===== config.mk =====
export PLATFORM = sky130hd
export DESIGN_NAME = xpt_cfg_ctrl
export DESIGN_NICKNAME = d
export VERILOG_FILES = /design/src/rtl/xpt_pkg.sv /design/src/rtl/xpt_ctl_regs.sv /design/src/rtl/xpt_stage_bank.sv /design/src/rtl/xpt_strobe_ctl.sv /design/src/rtl/xpt_active_tbl.sv /design/src/rtl/xpt_mux_array.sv /design/src/rtl/xpt_cfg_ctrl.sv
export SDC_FILE = /design/constraint.sdc
export NUM_CORES = 1
export LEC_CHECK = 0
export BUFFER_PORTS_ARGS = -buffer_cell sky130_fd_sc_hd__buf_2
export CAP_MARGIN = 25
export CELL_PAD_IN_SITES_DETAIL_PLACEMENT = 1
export CELL_PAD_IN_SITES_GLOBAL_PLACEMENT = 1
export CORE_ASPECT_RATIO = 0.5
export CORE_MARGIN = 5
export CORE_UTILIZATION = 42
export DETAILED_ROUTE_END_ITERATION = 10
export PLACE_DENSITY_LB_ADDON = 0.1
export SYNTH_ARGS = -nofsm -noshare
export SYNTH_HDL_FRONTEND = slang
export SYNTH_HIERARCHICAL = 1
export SYNTH_SLANG_ARGS = --single-unit

===== constraint.sdc =====
create_clock -name clk -period 1.9 [get_ports clk]
set_input_delay 0.285 -clock clk [delete_from_list [all_inputs] [get_ports clk]]
set_output_delay 0.285 -clock clk [all_outputs]
set_load 0.005 [all_outputs]

===== src/rtl/xpt_pkg.sv =====
package xpt_pkg;
  localparam int unsigned ADDR_W = 8;
  localparam int unsigned DATA_W = 8;
  localparam logic [ADDR_W-1:0] A_CFG   = 8'h00;
  localparam logic [ADDR_W-1:0] A_STB   = 8'h01;
  localparam logic [ADDR_W-1:0] A_BANKA = 8'h10;
  localparam logic [ADDR_W-1:0] A_BANKB = 8'h20;
  localparam logic [ADDR_W-1:0] A_RST   = 8'hFF;
  localparam logic [DATA_W-1:0] KEY_ARM = 8'hAA;
  localparam logic [DATA_W-1:0] KEY_GO  = 8'h00;
  localparam int unsigned STB_BANK_BIT = 7;
  localparam int unsigned STB_EDGE_BIT = 6;
  localparam int unsigned STB_GO_BIT   = 0;
  localparam int unsigned CFG_SRC_BIT  = 0;
endpackage


===== src/rtl/xpt_ctl_regs.sv =====
module xpt_ctl_regs
  import xpt_pkg::*;
(
  input  logic              clk,
  input  logic              rst,
  input  logic              wr_en,
  input  logic [ADDR_W-1:0] wr_addr,
  input  logic [DATA_W-1:0] wr_data,
  output logic              src_pin,
  output logic              pin_edge,
  output logic              sw_bank_b,
  output logic              sw_stb,
  output logic              mrst
);
  logic armed;

  // second key must follow the first with no other write between
  assign mrst = wr_en && armed && (wr_addr == A_RST) && (wr_data == KEY_GO);

  always_ff @(posedge clk) begin
    if (rst) begin
      armed <= 1'b0;
    end else if (wr_en) begin
      armed <= (wr_addr == A_RST) && (wr_data == KEY_ARM);
    end
  end

  always_ff @(posedge clk) begin
    if (rst || mrst) begin
      src_pin   <= 1'b0;
      pin_edge  <= 1'b0;
      sw_bank_b <= 1'b0;
      sw_stb    <= 1'b0;
    end else begin
      sw_stb <= 1'b0;
      if (wr_en && wr_addr == A_CFG) begin
        src_pin <= wr_data[CFG_SRC_BIT];
      end
      if (wr_en && wr_addr == A_STB) begin
        sw_bank_b <= wr_data[STB_BANK_BIT];
        pin_edge  <= wr_data[STB_EDGE_BIT];
        sw_stb    <= wr_data[STB_GO_BIT];
      end
    end
  end
endmodule


===== src/rtl/xpt_stage_bank.sv =====
module xpt_stage_bank
  import xpt_pkg::*;
#(
  parameter int unsigned N_OUT = 12,
  parameter int unsigned SEL_W = 4,
  parameter logic [ADDR_W-1:0] BASE = 8'h10
) (
  input  logic                   clk,
  input  logic                   rst,
  input  logic                   clr,
  input  logic                   wr_en,
  input  logic [ADDR_W-1:0]      wr_addr,
  input  logic [DATA_W-1:0]      wr_data,
  output logic [N_OUT*SEL_W-1:0] codes
);
  for (genvar o = 0; o < N_OUT; o++) begin : g_ent
    localparam logic [SEL_W-1:0]  DEF = SEL_W'(o);
    localparam logic [ADDR_W-1:0] ADR = BASE + ADDR_W'(o);
    logic [SEL_W-1:0] ent;
    always_ff @(posedge clk) begin
      if (rst || clr) begin
        ent <= DEF;
      end else if (wr_en && wr_addr == ADR) begin
        ent <= wr_data[SEL_W-1:0];
      end
    end
    assign codes[o*SEL_W +: SEL_W] = ent;
  end
endmodule


===== src/rtl/xpt_strobe_ctl.sv =====
module xpt_strobe_ctl (
  input  logic clk,
  input  logic rst,
  input  logic sel_pin,
  input  logic src_pin,
  input  logic pin_edge,
  input  logic sw_stb,
  input  logic sw_bank_b,
  output logic ld_en,
  output logic ld_bank_b
);
  logic s1, s2, s2_d;
  logic rise, fall;

  always_ff @(posedge clk) begin
    if (rst) begin
      s1   <= 1'b0;
      s2   <= 1'b0;
      s2_d <= 1'b0;
    end else begin
      s1   <= sel_pin;
      s2   <= s1;
      s2_d <= s2;
    end
  end

  assign rise = s2 & ~s2_d;
  assign fall = ~s2 & s2_d;

  always_comb begin
    if (!src_pin) begin
      ld_en     = sw_stb;
      ld_bank_b = sw_bank_b;
    end else if (!pin_edge) begin
      ld_en     = 1'b1;
      ld_bank_b = s2;
    end else begin
      ld_en     = rise | fall;
      ld_bank_b = rise;
    end
  end
endmodule


===== src/rtl/xpt_active_tbl.sv =====
module xpt_active_tbl #(
  parameter int unsigned N_OUT = 12,
  parameter int unsigned SEL_W = 4
) (
  input  logic                   clk,
  input  logic                   rst,
  input  logic                   clr,
  input  logic                   ld_en,
  input  logic                   ld_bank_b,
  input  logic [N_OUT*SEL_W-1:0] bank_a,
  input  logic [N_OUT*SEL_W-1:0] bank_b,
  output logic [N_OUT*SEL_W-1:0] act
);
  for (genvar o = 0; o < N_OUT; o++) begin : g_act
    localparam logic [SEL_W-1:0] DEF = SEL_W'(o);
    always_ff @(posedge clk) begin
      if (rst || clr) begin
        act[o*SEL_W +: SEL_W] <= DEF;
      end else if (ld_en) begin
        act[o*SEL_W +: SEL_W] <= ld_bank_b ? bank_b[o*SEL_W +: SEL_W]
                                           : bank_a[o*SEL_W +: SEL_W];
      end
    end
  end
endmodule


===== src/rtl/xpt_mux_array.sv =====
module xpt_mux_array #(
  parameter int unsigned N_OUT = 12,
  parameter int unsigned N_IN  = 12,
  parameter int unsigned SEL_W = 4
) (
  input  logic                   clk,
  input  logic                   rst,
  input  logic [N_IN-1:0]        din,
  input  logic [N_OUT*SEL_W-1:0] act,
  output logic [N_OUT-1:0]       dout
);
  for (genvar o = 0; o < N_OUT; o++) begin : g_mux
    logic [SEL_W-1:0] code;
    logic             pick;
    assign code = act[o*SEL_W +: SEL_W];
    always_comb begin
      pick = 1'b0;
      for (int i = 0; i < N_IN; i++) begin
        if (code == SEL_W'(i)) pick = din[i];
      end
    end
    always_ff @(posedge clk) begin
      if (rst) dout[o] <= 1'b0;
      else     dout[o] <= pick;
    end
  end
endmodule


===== src/rtl/xpt_cfg_ctrl.sv =====
module xpt_cfg_ctrl
  import xpt_pkg::*;
#(
  parameter int unsigned N_OUT = 12,
  parameter int unsigned N_IN  = 12,
  parameter int unsigned SEL_W = 4
) (
  input  logic                   clk,
  input  logic                   rst,
  input  logic                   wr_en,
  input  logic [7:0]             wr_addr,
  input  logic [7:0]             wr_data,
  input  logic                   sel_pin,
  input  logic [N_IN-1:0]        din,
  output logic [N_OUT*SEL_W-1:0] act_sel,
  output logic [N_OUT-1:0]       dout
);
  logic src_pin, pin_edge, sw_bank_b, sw_stb, mrst;
  logic ld_en, ld_bank_b;
  logic [N_OUT*SEL_W-1:0] bank_a_codes, bank_b_codes;

  xpt_ctl_regs u_regs (
    .clk(clk), .rst(rst), .wr_en(wr_en), .wr_addr(wr_addr), .wr_data(wr_data),
    .src_pin(src_pin), .pin_edge(pin_edge), .sw_bank_b(sw_bank_b),
    .sw_stb(sw_stb), .mrst(mrst)
  );

  xpt_stage_bank #(.N_OUT(N_OUT), .SEL_W(SEL_W), .BASE(A_BANKA)) u_bank_a (
    .clk(clk), .rst(rst), .clr(mrst), .wr_en(wr_en), .wr_addr(wr_addr),
    .wr_data(wr_data), .codes(bank_a_codes)
  );

  xpt_stage_bank #(.N_OUT(N_OUT), .SEL_W(SEL_W), .BASE(A_BANKB)) u_bank_b (
    .clk(clk), .rst(rst), .clr(mrst), .wr_en(wr_en), .wr_addr(wr_addr),
    .wr_data(wr_data), .codes(bank_b_codes)
  );

  xpt_strobe_ctl u_stb (
    .clk(clk), .rst(rst), .sel_pin(sel_pin), .src_pin(src_pin),
    .pin_edge(pin_edge), .sw_stb(sw_stb), .sw_bank_b(sw_bank_b),
    .ld_en(ld_en), .ld_bank_b(ld_bank_b)
  );

  xpt_active_tbl #(.N_OUT(N_OUT), .SEL_W(SEL_W)) u_act (
    .clk(clk), .rst(rst), .clr(mrst), .ld_en(ld_en), .ld_bank_b(ld_bank_b),
    .bank_a(bank_a_codes), .bank_b(bank_b_codes), .act(act_sel)
  );

  xpt_mux_array #(.N_OUT(N_OUT), .N_IN(N_IN), .SEL_W(SEL_W)) u_mux (
    .clk(clk), .rst(rst), .din(din), .act(act_sel), .dout(dout)
  );
endmodule


==> flow_summary.toml, run 1 <==
[yosys]
synthTopCellsByArea = "dfxtp_1 (40%), mux2i_1 (20%), mux4_2 (4.7%), nor2_1 (4.0%), nand2_1 (3.5%)"
synth_area_per_cell_um2 = 10.63
synth_fa_ha_area_share_pct = 0.1529
synth_edf_count = 0
synthCells = 770
synth_fp_nets = 803
synth_top_family_by_area = "multiplexers"
synth_warnings = 6
synth_top_area_share_pct = 40.11
synth-xor-area-share_pct = 0
ys_seq_area_share_pct = 40.11
syn_area_um2 = 8185
synth_simple_gate_area_share_pct = 17.59
synth.distinct_cells = 44
synth_mux_area_share_pct = 28.14
ys.flop_type = "dfxtp_1"
synth-seq-cells = 164
synth_compound_area_share_pct = 9.493
ys_async_sr_fraction_pct = 0
synth_area_leader_cell = "dfxtp_1"

[floorplanning]
die_h_um = 108.7
rows = 36
coreArea_um2 = 19320
start_util_pct = 42.36
die_w_um = 207.4
io_pins = 92
dieArea_um2 = 22550

[routing]
drt_first_iter_violations = 493
vias = 6692
drt-pass1-iter-count = 5
wl_per_cell_um = 23.35
postRouteAntennaNets = 0
avgViaCountPerCell = 5.662
routed_wl_um = 27600
drc = 0

[cts]
clock_latency_ns = 0.43
cts_hold_buffers = 0
cts_sinks = 164
cts_root_buf = "clkbuf_16"
htreeDepth = 4
cts_tree = "yes"
clkSlewWorstSetupHoldPaths_ns = 0.06
cts_made_buffers = 17
clockBufferDepth = 2

[global_routing]
antenna_found_initial = 0
grt_usage_pct = 24.26
grt_pass1_vias = 6603
grt_first_pass_wirelength_um = 41560
grt_max_degree = 77
overflow = 0

[place]
place_hpwl_um = 20080
place_inst = 1150
pre_cts_slack_ns = -0.1525
gp_congestion = 0.8504
placed_cell_area_um2 = 9310
io_buffer_count = 91

[layout]
n_antenna_cell = 0
final_common_cell = "dfxtp_1"
final_cell_mix = "dfxtp_1 (164), mux2i_1 (157), buf_2 (91), nor2_1 (86), nand2_1 (77)"
finalInstanceArea_um2 = 9992
layout-drive-gt1-share_pct = 31.88
final_net_count = 938
layoutNonFillerInstCount = 1182
area_growth_pct = 22.07
n_fill_cell = 2106

[timing]
min_period_ns = 1.874
worst_pin_slew_ns = 0.5019
relSlewSlack_pct = 65.58
hold_viol = 0
clock_skew_ns = 0.005681
setup_ws_ns = 0.02559
slew_violations = 0
setup_viol = 0
post-route-period-util_pct = 98.65
fmax_mhz = 533.5
tns_ns = 0

[job]
maxCapViolCount = 0

[critical_path]
crit_top_cell = "mux2i_1"
critPathTopFamily = "multiplexers"
slowest_stage = "mux2i_1"
path_cells = "inv_1 -> ha_1 -> mux2i_1 -> a21oi_4 -> buf_12 -> buf_4 -> mux2i_1 -> a211oi_2"
crit_buf_inv = 3
cp.arrival_ns = 2.17
crit_type = "reg -> reg"
cp.required_ns = 2.20
worst_path_largest_cell_delay_ns = 0.41
start_kind = "flip-flop"
worstPathMaxFanout = 12
worst_setup_path_end_kind = "flip-flop"

[power_and_ir_drop]
powerDensity_nw_per_um2 = 765.2
ir_drop_mv = 0.6700
total_leakage_power_nw = 4.275

[status]
status = "complete, no violations"

[hold_path]
hp-class = "in -> reg"
[layer usage]
metal | share of wire, % | track usage [%] | vias up
met5 | 0 | 0 | -
met4 | 0.59 | 4.385 | 0
met3 | 7.1 | 6.180 | 13
met2 | 42 | 35.39 | 221
met1 | 51 | 36.51 | 3357
li1 | - | - | 3101
[worst paths after layout]
path | startpoint | end | slack (ns) | depth (start not counted)
max reg2reg | u_stb/s2_d | u_act/act[6] | 0.03 | 8
min reg2reg | u_stb/s1 | u_stb/s2 | 0.44 | 1
max | u_stb/s2_d | u_act/act[6] | 0.03 | 8
min | sel_pin | u_stb/s1 | 0.06 | 2
[sequential cells by signal, indices dropped and copies added, names as in the netlist, 12 cells and up]
name,flops
u_bank_b/g_ent.ent,48
u_mux/dout,12
u_bank_a/g_ent.ent,48
u_act/act,48
[synth_stat cells (2+ instances only)]
library cell    n
nor4b_4         2
dfxtp_1       164
nand4_2         2
or2_2           2
or2b_1          4
buf_4           5
o22ai_2        11
a21oi_1        22
nand2b_1        8
mux2_2         12
nand2_1        77
o41ai_2        12
nor4_1         21
a211oi_2       20
nor2b_1         8
and3_1         16
buf_6           9
and4_1          2
mux4_1          7
nand4bb_1       2
nand3_1        18
buf_2          12
buf_12          3
nor3b_2         2
mux2i_1       160
inv_1           2
nor2_1         88
nor3b_1        13
clkbuf_2        2
and4bb_2        4
a211oi_1        8
nand4_1         4
clkbuf_1       21
mux4_2         17
[where the power goes]
group          switching [mW]  internal, mW  leakage (nW)
clock                    1.44          2.20         0.292
combinational           0.315         0.229          2.66
sequential            0.00893          3.46          1.33
[logic make-up after synthesis]
group	after synthesis
AOI/OAI and AO/OA	76
adders and majority gates	1
buffers and inverters	55
DFF	164
muxes	196
and+or+nand+nor	278
[stage by stage]
| stage | util (%) | hold WS (ns) | power [mW] |
|---|---|---|---|
| after floorplan | - | 0.3566 | 3.819 |
| after global placement | 48.12 | 0.4382 | 4.070 |
| after detailed placement | 48.18 | 0.4305 | 4.080 |
| after CTS | 51.38 | 0.05053 | 7.702 |
| after global routing | 51.71 | 0.05014 | 7.908 |
| final | 51.71 | 0.06036 | 7.646 |
[worst register-to-register path, stage by stage (launching register included)]
cell and delay (ns):
dfxtp_1 0.32, inv_1 0.04, ha_1 0.16, mux2i_1 0.23
a21oi_4 0.10, buf_12 0.17, buf_4 0.16, mux2i_1 0.41
a211oi_2 0.14
[what timing repair did]
item	CTS	global route
endpoints found under the setup margin	48	38
pin swaps	0	1
setup buffers	0	1
cloned	0	1
gates resized for setup	2	7
[area by class of cell]
| type | count | area, um^2 | area share [%] |
|---|---|---|---|
| tap | 266 | 332.8 | 3.331 |
| clock inverter | 7 | 122.6 | 1.227 |
| multi-input combinational | 551 | 4596 | 45.99 |
| sequential | 164 | 3283 | 32.86 |
| inverter | 2 | 7.507 | 0.07513 |
| timing repair buffer | 169 | 1162 | 11.63 |
| clock buffer | 23 | 488.0 | 4.884 |
Note: power is estimated with default switching activity, not from simulation.
==> inputs of run 2 (changes only) <==
==> constraint.sdc (replaced) <==
create_clock -name clk -period 1.7 [get_ports clk]
set_input_delay 0.255 -clock clk [delete_from_list [all_inputs] [get_ports clk]]
set_output_delay 0.255 -clock clk [all_outputs]
set_load 0.005 [all_outputs]
==> run 2 against run 1 <==
The run now ends with negative setup slack left. Clock power rose by 14%. Worst setup slack got worse by 0.037 ns. Critical path depth fell by 1. Power rose by 13%.
==> flow_summary.toml, run 2 (synthesis results as in run 1) <==
[floorplanning]
rows = 36
dieArea_um2 = 22550
io_pins = 92
start_util_pct = 42.36
die_h_um = 108.7
coreArea_um2 = 19320
die_w_um = 207.4

[layout]
final_common_cell = "dfxtp_1"
finalInstanceArea_um2 = 10410
final_cell_mix = "dfxtp_1 (161), mux2i_1 (141), buf_2 (91), buf_4 (83), nor2_1 (82)"
layout-drive-gt1-share_pct = 37.10
area_growth_pct = 27.19
n_antenna_cell = 0
layoutNonFillerInstCount = 1204
final_net_count = 959
top_regs = "u_act/act (48), u_bank_a/g_ent.ent (48), u_bank_b/g_ent.ent (48)"
n_fill_cell = 2126

[place]
place_hpwl_um = 20070
io_buffer_count = 91
pre_cts_slack_ns = -0.3705
placed_cell_area_um2 = 9483
place_inst = 1166
gp_congestion = 0.8432

[hold_path]
hp-class = "in -> reg"

[timing]
slew_violations = 0
post-route-period-util_pct = 100.7
fmax_mhz = 584.2
holdWs_ns = 0.03920
relSlewSlack_pct = 58.25
setup_ws_ns = -0.01163
clock_skew_ns = 0.007518
rsz0062_at_grt = "true"
worst_pin_slew_ns = 0.6263
tns_ns = -0.01903
hold_viol = 0
min_period_ns = 1.712
setup_viol = 2

[critical_path]
cp.arrival_ns = 2.01
start_kind = "flip-flop"
worstPathMaxFanout = 12
cp.required_ns = 2.00
worst_setup_path_end_kind = "flip-flop"
crit_type = "reg -> reg"

[cts]
cts_sinks = 164
cts_made_buffers = 17
cts_tree = "yes"
cts_root_buf = "clkbuf_16"
clockBufferDepth = 2
clock_latency_ns = 0.43
clkSlewWorstSetupHoldPaths_ns = 0.06
htreeDepth = 4

[global_routing]
grt_pass1_vias = 6963
grt_max_degree = 45
grt_first_pass_wirelength_um = 43220
antenna_found_initial = 0
overflow = 0
grt_usage_pct = 24.86

[routing]
avgViaCountPerCell = 5.685
postRouteAntennaNets = 0
drt_first_iter_violations = 540
drt-pass1-iter-count = 7
wl_per_cell_um = 23.58
routed_wl_um = 28390
vias = 6845
drc = 0

[status]
status = "finished with violations"
violations = "negative setup slack"

[power_and_ir_drop]
clkPwrFrac_pct = 48.1
power.share.switching_pct = 22.94
ir_drop_mv = 0.6328
seqPwrFrac_pct = 44.8
p_sw_mw = 1.982
power.internal_mw = 6.661
total_leakage_power_nw = 4.446
powerDensity_nw_per_um2 = 830.1
comb_power_share_pct = 7.1

[job]
maxCapViolCount = 0
-- run 2: layout make-up --
cell class                 instances  area [um^2]  area share [%]
inverter                           2        7.507         0.07211
clock buffer                      23        467.9           4.495
clock inverter                     8        150.1           1.442
sequential                       164         3287           31.57
tap                              266        332.8           3.197
timing repair buffer             190         1384           13.29
multi-input combinational        551         4782           45.93
-- run 2: power groups by stage --
stage / sequential (mW) / clock [mW] / combinational, mW
3_5_place_dp: 3.96 / 0 / 0.593
5_1_grt: 3.87 / 4.39 / 0.654
6_report: 3.87 / 4.16 / 0.613
4_1_cts: 3.87 / 4.21 / 0.603
2_1_floorplan: 3.96 / 0 / 0.314
3_3_place_gp: 3.96 / 0 / 0.584
-- run 2: worst max-delay path, cell delays in order (launching register included) --
cell and delay (ns):
dfxtp_2 0.35, ha_4 0.13, mux2i_2 0.07, a21oi_4 0.25, buf_12 0.21, mux2i_1 0.28, buf_4 0.18, a211oi_2 0.08
-- run 2: path summary, 6_finish.rpt --
kind | cells after the start | endpoint | startpoint | slack, ns
setup / recovery | 7 | u_act/act[40] | u_stb/s2 | -0.01
hold / removal | 2 | u_stb/s1 | sel_pin | 0.04
setup reg to reg | 7 | u_act/act[40] | u_stb/s2 | -0.01
hold reg to reg | 1 | u_stb/s2 | u_stb/s1 | 0.43
-- run 2: repair_timing --
item	4_1_cts	5_1_grt
pin swaps	3	2
hold buffers	0	0
gates resized for setup	26	28
gates cloned	2	0
buffers inserted	4	3
endpoints found under the setup margin	50	62
-- run 2: metrics by stage --
step | utilization, % | power (mW)
6_report | 53.88 | 8.643
5_1_grt | 53.88 | 8.922
4_1_cts | 53.19 | 8.689
3_5_place_dp | 49.07 | 4.553
3_3_place_gp | 49.02 | 4.544
2_1_floorplan | - | 4.276
-- run 2: routing by layer --
metal	wire, um	vias to the layer above	GRT usage [%]	part of all wire [%]
met3	1791	22	5.404	6.3
met1	14080	3464	36.69	50
met4	240	0	4.668	0.85
met2	12280	224	37.86	43
li1	-	3135	-	-
met5	0	-	0	0
